File: config.mk
export PLATFORM = sky130hd
export DESIGN_NAME = pci_err_status
export DESIGN_NICKNAME = d
export VERILOG_FILES = /design/src/rtl/pci_err_pkg.sv /design/src/rtl/pci_err_ctl.sv /design/src/rtl/pci_err_dp.sv /design/src/rtl/pci_err_status.sv
export SDC_FILE = /design/constraint.sdc
export NUM_CORES = 1
export LEC_CHECK = 0
export BUFFER_PORTS_ARGS = -buffer_cell sky130_fd_sc_hd__buf_4
export CORE_MARGIN = 1.5
export CORE_UTILIZATION = 45
export CTS_BUF_LIST = sky130_fd_sc_hd__clkbuf_2 sky130_fd_sc_hd__clkbuf_4 sky130_fd_sc_hd__clkbuf_8
export CTS_CLUSTER_DIAMETER = 150
export DETAILED_ROUTE_END_ITERATION = 10
export PLACE_DENSITY = 0.82
export SYNTH_ARGS = -nofsm -noshare
export SYNTH_HDL_FRONTEND = slang
export SYNTH_HIERARCHICAL = 1
export SYNTH_SLANG_ARGS = --single-unit
File: constraint.sdc
create_clock -name clk -period 2.5 [get_ports clk]
set_input_delay 0.625 -clock clk [delete_from_list [all_inputs] [get_ports clk]]
set_output_delay 0.625 -clock clk [all_outputs]
set_load 0.01 [all_outputs]
File: src/rtl/pci_err_pkg.sv
package pci_err_pkg;

  localparam int CBE_W  = 4;
  localparam int DATA_W = 32;

  // dword indices and bit positions that software decodes
  localparam int CMD_DW   = 1;
  localparam int ROM_DW   = 12;
  localparam int IOEN_B   = 0;
  localparam int MEMEN_B  = 1;
  localparam int PERREN_B = 6;
  localparam int SERREN_B = 8;
  localparam int ROMEN_B  = 0;
  localparam int FLAG_LO  = 29;  // flags occupy [31:29]
  localparam int NFLAG    = 3;   // index 2 parity, 1 system error, 0 master abort

  localparam logic [3:0] CMD_IDLE   = 4'b0000;
  localparam logic [3:0] CMD_IOWR   = 4'b0011;
  localparam logic [3:0] CMD_MEMRD  = 4'b0110;
  localparam logic [3:0] CMD_MEMWR  = 4'b0111;
  localparam logic [3:0] CMD_CFGWR  = 4'b1011;
  localparam logic [3:0] CMD_MEMRDM = 4'b1100;
  localparam logic [3:0] CMD_MEMRDL = 4'b1110;
  localparam logic [3:0] CMD_MEMWRI = 4'b1111;

  typedef struct packed {
    logic chkLoad;     // capture AD/CBE for a parity check next cycle
    logic chkIsAddr;   // the captured phase is an address phase
    logic mstPerrSet;  // target reported a write data parity error
    logic mstAbortSet; // owned transaction ended in master abort
  } strobe_t;

  function automatic logic isSlvWrite(input logic [3:0] c);
    return (c == CMD_IOWR) || (c == CMD_MEMWR) || (c == CMD_MEMWRI) || (c == CMD_CFGWR);
  endfunction

  function automatic logic isMemRead(input logic [3:0] c);
    return (c == CMD_MEMRD) || (c == CMD_MEMRDM) || (c == CMD_MEMRDL);
  endfunction

  function automatic logic isMemWrite(input logic [3:0] c);
    return (c == CMD_MEMWR) || (c == CMD_MEMWRI);
  endfunction

endpackage

File: src/rtl/pci_err_ctl.sv
module pci_err_ctl
  import pci_err_pkg::*;
(
  input  logic             clk,
  input  logic             hardRstN,
  input  logic             softRst,
  input  logic             addrPhase,
  input  logic [CBE_W-1:0] cbe,
  input  logic             mstActive,
  input  logic             tgtSel,
  input  logic             irdy,
  input  logic             trdy,
  input  logic             perrIn,
  input  logic             mstAbort,
  output strobe_t          strb
);

  logic [CBE_W-1:0] cmdQ;
  logic xfer, slvAddrChk, slvDataChk, mstDataChk;

  // command of the transaction in progress
  always_ff @(posedge clk or negedge hardRstN) begin
    if (!hardRstN)      cmdQ <= CMD_IDLE;
    else if (softRst)   cmdQ <= CMD_IDLE;
    else if (addrPhase) cmdQ <= cbe;
  end

  always_comb begin
    xfer       = irdy & trdy & ~addrPhase;
    slvAddrChk = addrPhase & ~mstActive;
    slvDataChk = xfer & ~mstActive & tgtSel & isSlvWrite(cmdQ);
    mstDataChk = xfer & mstActive & isMemRead(cmdQ);

    strb.chkLoad     = slvAddrChk | slvDataChk | mstDataChk;
    strb.chkIsAddr   = slvAddrChk;
    strb.mstPerrSet  = mstActive & ~addrPhase & perrIn & isMemWrite(cmdQ);
    strb.mstAbortSet = mstActive & mstAbort;
  end

endmodule

File: src/rtl/pci_err_dp.sv
module pci_err_dp
  import pci_err_pkg::*;
#(
  parameter int AD_W   = 32,
  parameter int CFG_AW = 6
) (
  input  logic              clk,
  input  logic              hardRstN,
  input  logic              softRst,
  input  strobe_t           strb,
  input  logic [AD_W-1:0]   ad,
  input  logic [CBE_W-1:0]  cbe,
  input  logic              par,
  input  logic              cfgWrEn,
  input  logic [CFG_AW-1:0] cfgWrAddr,
  input  logic [3:0]        cfgWrBe,
  input  logic [DATA_W-1:0] cfgWrData,
  input  logic [CFG_AW-1:0] cfgRdAddr,
  output logic [DATA_W-1:0] cfgRdData,
  input  logic              ioDecode,
  input  logic              memDecode,
  input  logic              romDecode,
  output logic              ioClaim,
  output logic              memClaim,
  output logic              romClaim,
  output logic              sysErrPulse,
  output logic [NFLAG-1:0]  statFlags,
  output logic [NFLAG-1:0]  setEv,
  output logic [4:0]        enOut
);

  // parity pipeline: PAR arrives one clock after the phase it covers
  logic            pendQ, pendAddrQ;
  logic [AD_W-1:0] adQ;
  logic [CBE_W-1:0] cbeQ;
  logic            parBad;

  always_ff @(posedge clk or negedge hardRstN) begin
    if (!hardRstN) begin
      pendQ     <= 1'b0;
      pendAddrQ <= 1'b0;
      adQ       <= '0;
      cbeQ      <= '0;
    end else begin
      pendQ     <= strb.chkLoad & ~softRst;
      pendAddrQ <= strb.chkIsAddr & ~softRst;
      if (strb.chkLoad) begin
        adQ  <= ad;
        cbeQ <= cbe;
      end
    end
  end

  assign parBad = pendQ & (^{adQ, cbeQ, par});

  // command-word enables and ROM enable
  logic ioEn, memEn, perrEn, serrEn, romEn;
  logic wrCmd, wrRom, wrStat;

  always_comb begin
    wrCmd  = cfgWrEn && (cfgWrAddr == CFG_AW'(CMD_DW));
    wrRom  = cfgWrEn && (cfgWrAddr == CFG_AW'(ROM_DW));
    wrStat = wrCmd && cfgWrBe[3];
  end

  always_ff @(posedge clk or negedge hardRstN) begin
    if (!hardRstN) begin
      ioEn   <= 1'b0;
      memEn  <= 1'b0;
      perrEn <= 1'b0;
      serrEn <= 1'b0;
      romEn  <= 1'b0;
    end else begin
      if (wrCmd && cfgWrBe[0]) begin
        ioEn   <= cfgWrData[IOEN_B];
        memEn  <= cfgWrData[MEMEN_B];
        perrEn <= cfgWrData[PERREN_B];
      end
      if (wrCmd && cfgWrBe[1]) serrEn <= cfgWrData[SERREN_B];
      if (wrRom && cfgWrBe[0]) romEn  <= cfgWrData[ROMEN_B];
    end
  end

  // sticky status flags, set wins over clear
  logic [NFLAG-1:0] clrVec;
  logic             serrSet;

  always_comb begin
    serrSet  = parBad & pendAddrQ & serrEn & perrEn;
    setEv[2] = parBad | strb.mstPerrSet;
    setEv[1] = serrSet;
    setEv[0] = strb.mstAbortSet;
    clrVec   = wrStat ? cfgWrData[FLAG_LO +: NFLAG] : '0;
  end

  for (genvar i = 0; i < NFLAG; i++) begin : g_flag
    logic q;
    always_ff @(posedge clk or negedge hardRstN) begin
      if (!hardRstN) q <= 1'b0;
      else           q <= setEv[i] | (q & ~clrVec[i]);
    end
    assign statFlags[i] = q;
  end

  always_ff @(posedge clk or negedge hardRstN) begin
    if (!hardRstN) sysErrPulse <= 1'b0;
    else           sysErrPulse <= serrSet;
  end

  // read port
  always_comb begin
    cfgRdData = '0;
    if (cfgRdAddr == CFG_AW'(CMD_DW)) begin
      cfgRdData[FLAG_LO +: NFLAG] = statFlags;
      cfgRdData[SERREN_B]         = serrEn;
      cfgRdData[PERREN_B]         = perrEn;
      cfgRdData[MEMEN_B]          = memEn;
      cfgRdData[IOEN_B]           = ioEn;
    end else if (cfgRdAddr == CFG_AW'(ROM_DW)) begin
      cfgRdData[ROMEN_B] = romEn;
    end
  end

  // decode gating
  assign ioClaim  = ioDecode & ioEn;
  assign memClaim = memDecode & memEn;
  assign romClaim = romDecode & romEn & memEn;

  assign enOut = {romEn, serrEn, perrEn, memEn, ioEn};

  logic unusedWr;
  assign unusedWr = ^{cfgWrData[28:9], cfgWrData[7], cfgWrData[5:2], cfgWrBe[2]};

endmodule

File: src/rtl/pci_err_status.sv
module pci_err_status
  import pci_err_pkg::*;
#(
  parameter int AD_W   = 32,
  parameter int CFG_AW = 6
) (
  input  logic              clk,
  input  logic              hardRstN,
  input  logic              softRst,
  input  logic [AD_W-1:0]   ad,
  input  logic [3:0]        cbe,
  input  logic              par,
  input  logic              addrPhase,
  input  logic              mstActive,
  input  logic              tgtSel,
  input  logic              irdy,
  input  logic              trdy,
  input  logic              perrIn,
  input  logic              mstAbort,
  input  logic              cfgWrEn,
  input  logic [CFG_AW-1:0] cfgWrAddr,
  input  logic [3:0]        cfgWrBe,
  input  logic [31:0]       cfgWrData,
  input  logic [CFG_AW-1:0] cfgRdAddr,
  output logic [31:0]       cfgRdData,
  input  logic              ioDecode,
  input  logic              memDecode,
  input  logic              romDecode,
  output logic              ioClaim,
  output logic              memClaim,
  output logic              romClaim,
  output logic              sysErrPulse
);

  strobe_t          strb;
  logic [NFLAG-1:0] statFlags;
  logic [NFLAG-1:0] setEv;
  logic [4:0]       enOut;

  pci_err_ctl u_ctl (
    .clk       (clk),
    .hardRstN  (hardRstN),
    .softRst   (softRst),
    .addrPhase (addrPhase),
    .cbe       (cbe),
    .mstActive (mstActive),
    .tgtSel    (tgtSel),
    .irdy      (irdy),
    .trdy      (trdy),
    .perrIn    (perrIn),
    .mstAbort  (mstAbort),
    .strb      (strb)
  );

  pci_err_dp #(.AD_W(AD_W), .CFG_AW(CFG_AW)) u_dp (
    .clk         (clk),
    .hardRstN    (hardRstN),
    .softRst     (softRst),
    .strb        (strb),
    .ad          (ad),
    .cbe         (cbe),
    .par         (par),
    .cfgWrEn     (cfgWrEn),
    .cfgWrAddr   (cfgWrAddr),
    .cfgWrBe     (cfgWrBe),
    .cfgWrData   (cfgWrData),
    .cfgRdAddr   (cfgRdAddr),
    .cfgRdData   (cfgRdData),
    .ioDecode    (ioDecode),
    .memDecode   (memDecode),
    .romDecode   (romDecode),
    .ioClaim     (ioClaim),
    .memClaim    (memClaim),
    .romClaim    (romClaim),
    .sysErrPulse (sysErrPulse),
    .statFlags   (statFlags),
    .setEv       (setEv),
    .enOut       (enOut)
  );

endmodule

==> flow_summary.json <==
{
  "pin_count": 135,
  "clock-sinks": 51,
  "routabilityCongestion": 0.760,
  "dp.cells": 357,
  "diodes": 0,
  "rsz0062_at_grt": "false",
  "dieArea_sq_mm": 0.00635,
  "crit_buf_inv": 2,
  "finalWirelength_microns": 4680,
  "io_buffers": 83,
  "path_clk_slew_ns": 0.08,
  "place_area_sq_mm": 0.00324,
  "cp.required_ns": 1.88,
  "dr.first_iter.drc_count": 30,
  "cellPowerDensity_mw_per_mm2": 680,
  "slowest_stage": "a2111oi_0",
  "antenna_found_initial": 0,
  "grt_pass1_wl_microns": 7710,
  "period_needed_ns": 2.24,
  "setup_ws_ns": 0.264,
  "final_antenna_net_count": 0,
  "wl_per_cell_microns": 12.8,
  "htree_levels": 2,
  "drive_gt1_share_pct": 46.8,
  "dp_hpwl_microns": 3600,
  "numCtsBuffers": 5,
  "maxCapViolCount": 0,
  "insertion_delay_ns": 0.29,
  "status": "completed",
  "total_power_mw": 2.28,
  "cp_common_cell": "buf_4",
  "ctsHoldBuffers": 0,
  "tritoncts": "built",
  "die_h_microns": 79.7,
  "arrival_ns": 1.61,
  "path_class": "input port to output port",
  "fin_crit_sh_pct": 89.4,
  "hold_ws_ns": 0.349,
  "syn_inst": 207,
  "max_freq_mhz": 447,
  "final_util_pct": 59.7,
  "yosys_warnings": 6,
  "gr-total-overflow": 0,
  "hold_viol": 0,
  "grt_pass1_vias": 1755,
  "path_max_fanout": 2,
  "syn_avg_cell_area_sq_um": 12.8,
  "power_leakage_nw": 1.58,
  "coreArea_sq_mm": 0.00561,
  "dr.pass1.iters": 4,
  "cp-start-kind": "input port",
  "final_area_sq_mm": 0.00335,
  "setup_violations": 0,
  "grt_start_max_net_pins": 52,
  "ctsResizeCount": 0,
  "cp-end-kind": "output port",
  "grt_usage_pct": 15.7,
  "pre_cts_ws_ns": 0.189,
  "min_path_type": "input port to asynchronous set/reset pin",
  "vias": 1745,
  "worstPathCellList": "buf_4 > nor2_1 > nand3_1 > a2111oi_0 > buf_4",
  "peakVddDrop_mv": 0.403,
  "via_per_inst": 4.78,
  "final_nets": 391,
  "drc": 0,
  "slowest_delay_ns": 0.43,
  "areaGrowthSynthToFinish_pct": 26.5,
  "root_buffer": "clkbuf_8",
  "row_count": 27,
  "fin_setup_tns_ns": 0,
  "cts_buffer_depth": 2,
  "postCtsSetupBuffers": 0,
  "cp_top_family": "compound AO/OA/AOI/OAI gates",
  "initial_utilization_pct": 47.2,
  "die_w_microns": 79.7,
  "max_slew.worst_pin.slew_ns": 0.630,
  "slew_viol_final": 0,
  "synth_area_sq_mm": 0.00265,
  "slew_headroom_pct": 58.0,
  "fin_skew_ns": 0.00375,
  "fin_cells": 365
}
==> routing by layer <==
metal,global-route usage (%),part of all wire (%)
met3,4.80,7.9
met2,28.4,52
met4,4.21,0.90
met1,17.9,39
met5,0,0
==> cells in the final DEF (no fill, tap or decap), drive strengths merged, types with 2 or more instances in the layout <==
master and n:
nor4 2, mux2 41, nor2b 3, xnor3 4, xnor2 24, xor2 3
nand3 5, clkbuf 8, nand4b 2, and3 2, and2 10, nand2 5
dfrtp 51, mux2i 5, buf 85, nor2 6, conb 25
==> path summary, 6_finish.rpt <==
check	from	endpoint	slack, ns	cells past startpoint
max reg2reg	u_dp/adQ[9]	u_dp/g_flag[2].q	0.55	6
min in group clk	u_dp/g_flag[0].q	u_dp/g_flag[0].q	0.48	1
min reg2reg	u_dp/g_flag[0].q	u_dp/g_flag[0].q	0.48	1
max	cfgRdAddr[3]	cfgRdData[0]	0.26	5
max in group asynchronous	hardRstN	u_ctl/cmdQ[0]	1.74	1
min	hardRstN	u_dp/adQ[9]	0.35	1
==> registers in the layout, indices dropped and copies added (netlist names) <==
| name | flops |
|---|---|
| u_dp/g_flag.q | 3 |
| u_dp/sysErrPulse | 1 |
| u_dp/adQ | 32 |
| u_dp/romEn | 1 |
| u_ctl/cmdQ | 4 |
| u_dp/serrEn | 1 |
| u_dp/pendQ | 1 |
| u_dp/perrEn | 1 |
| u_dp/pendAddrQ | 1 |
| u_dp/cbeQ | 4 |
| u_dp/memEn | 1 |
| u_dp/ioEn | 1 |
==> cell type report <==
| class | instances | area, sq um |
|---|---|---|
| Tap cell | 72 | 90.1 |
| Timing Repair Buffer | 85 | 638 |
| Sequential cell | 51 | 1280 |
| Multi-Input combinational cell | 149 | 1240 |
| Clock buffer | 8 | 104 |
| Fill cell | 479 | 2260 |
==> report_power, final <==
group	internal, mW	switching [mW]
Clock	0.264	0.248
Sequential	0.930	0.0692
Combinational	0.498	0.268
==> worst register-to-register path, delay by kind of cell, from the launching register on <==
kind | cells | cell delay (ns)
DFF | 1 | 0.40
AOI/OAI and AO/OA | 1 | 0.27
muxes | 1 | 0.19
xor gates and xnor gates | 4 | 0.98
Power figures use the tool's default switching activity.
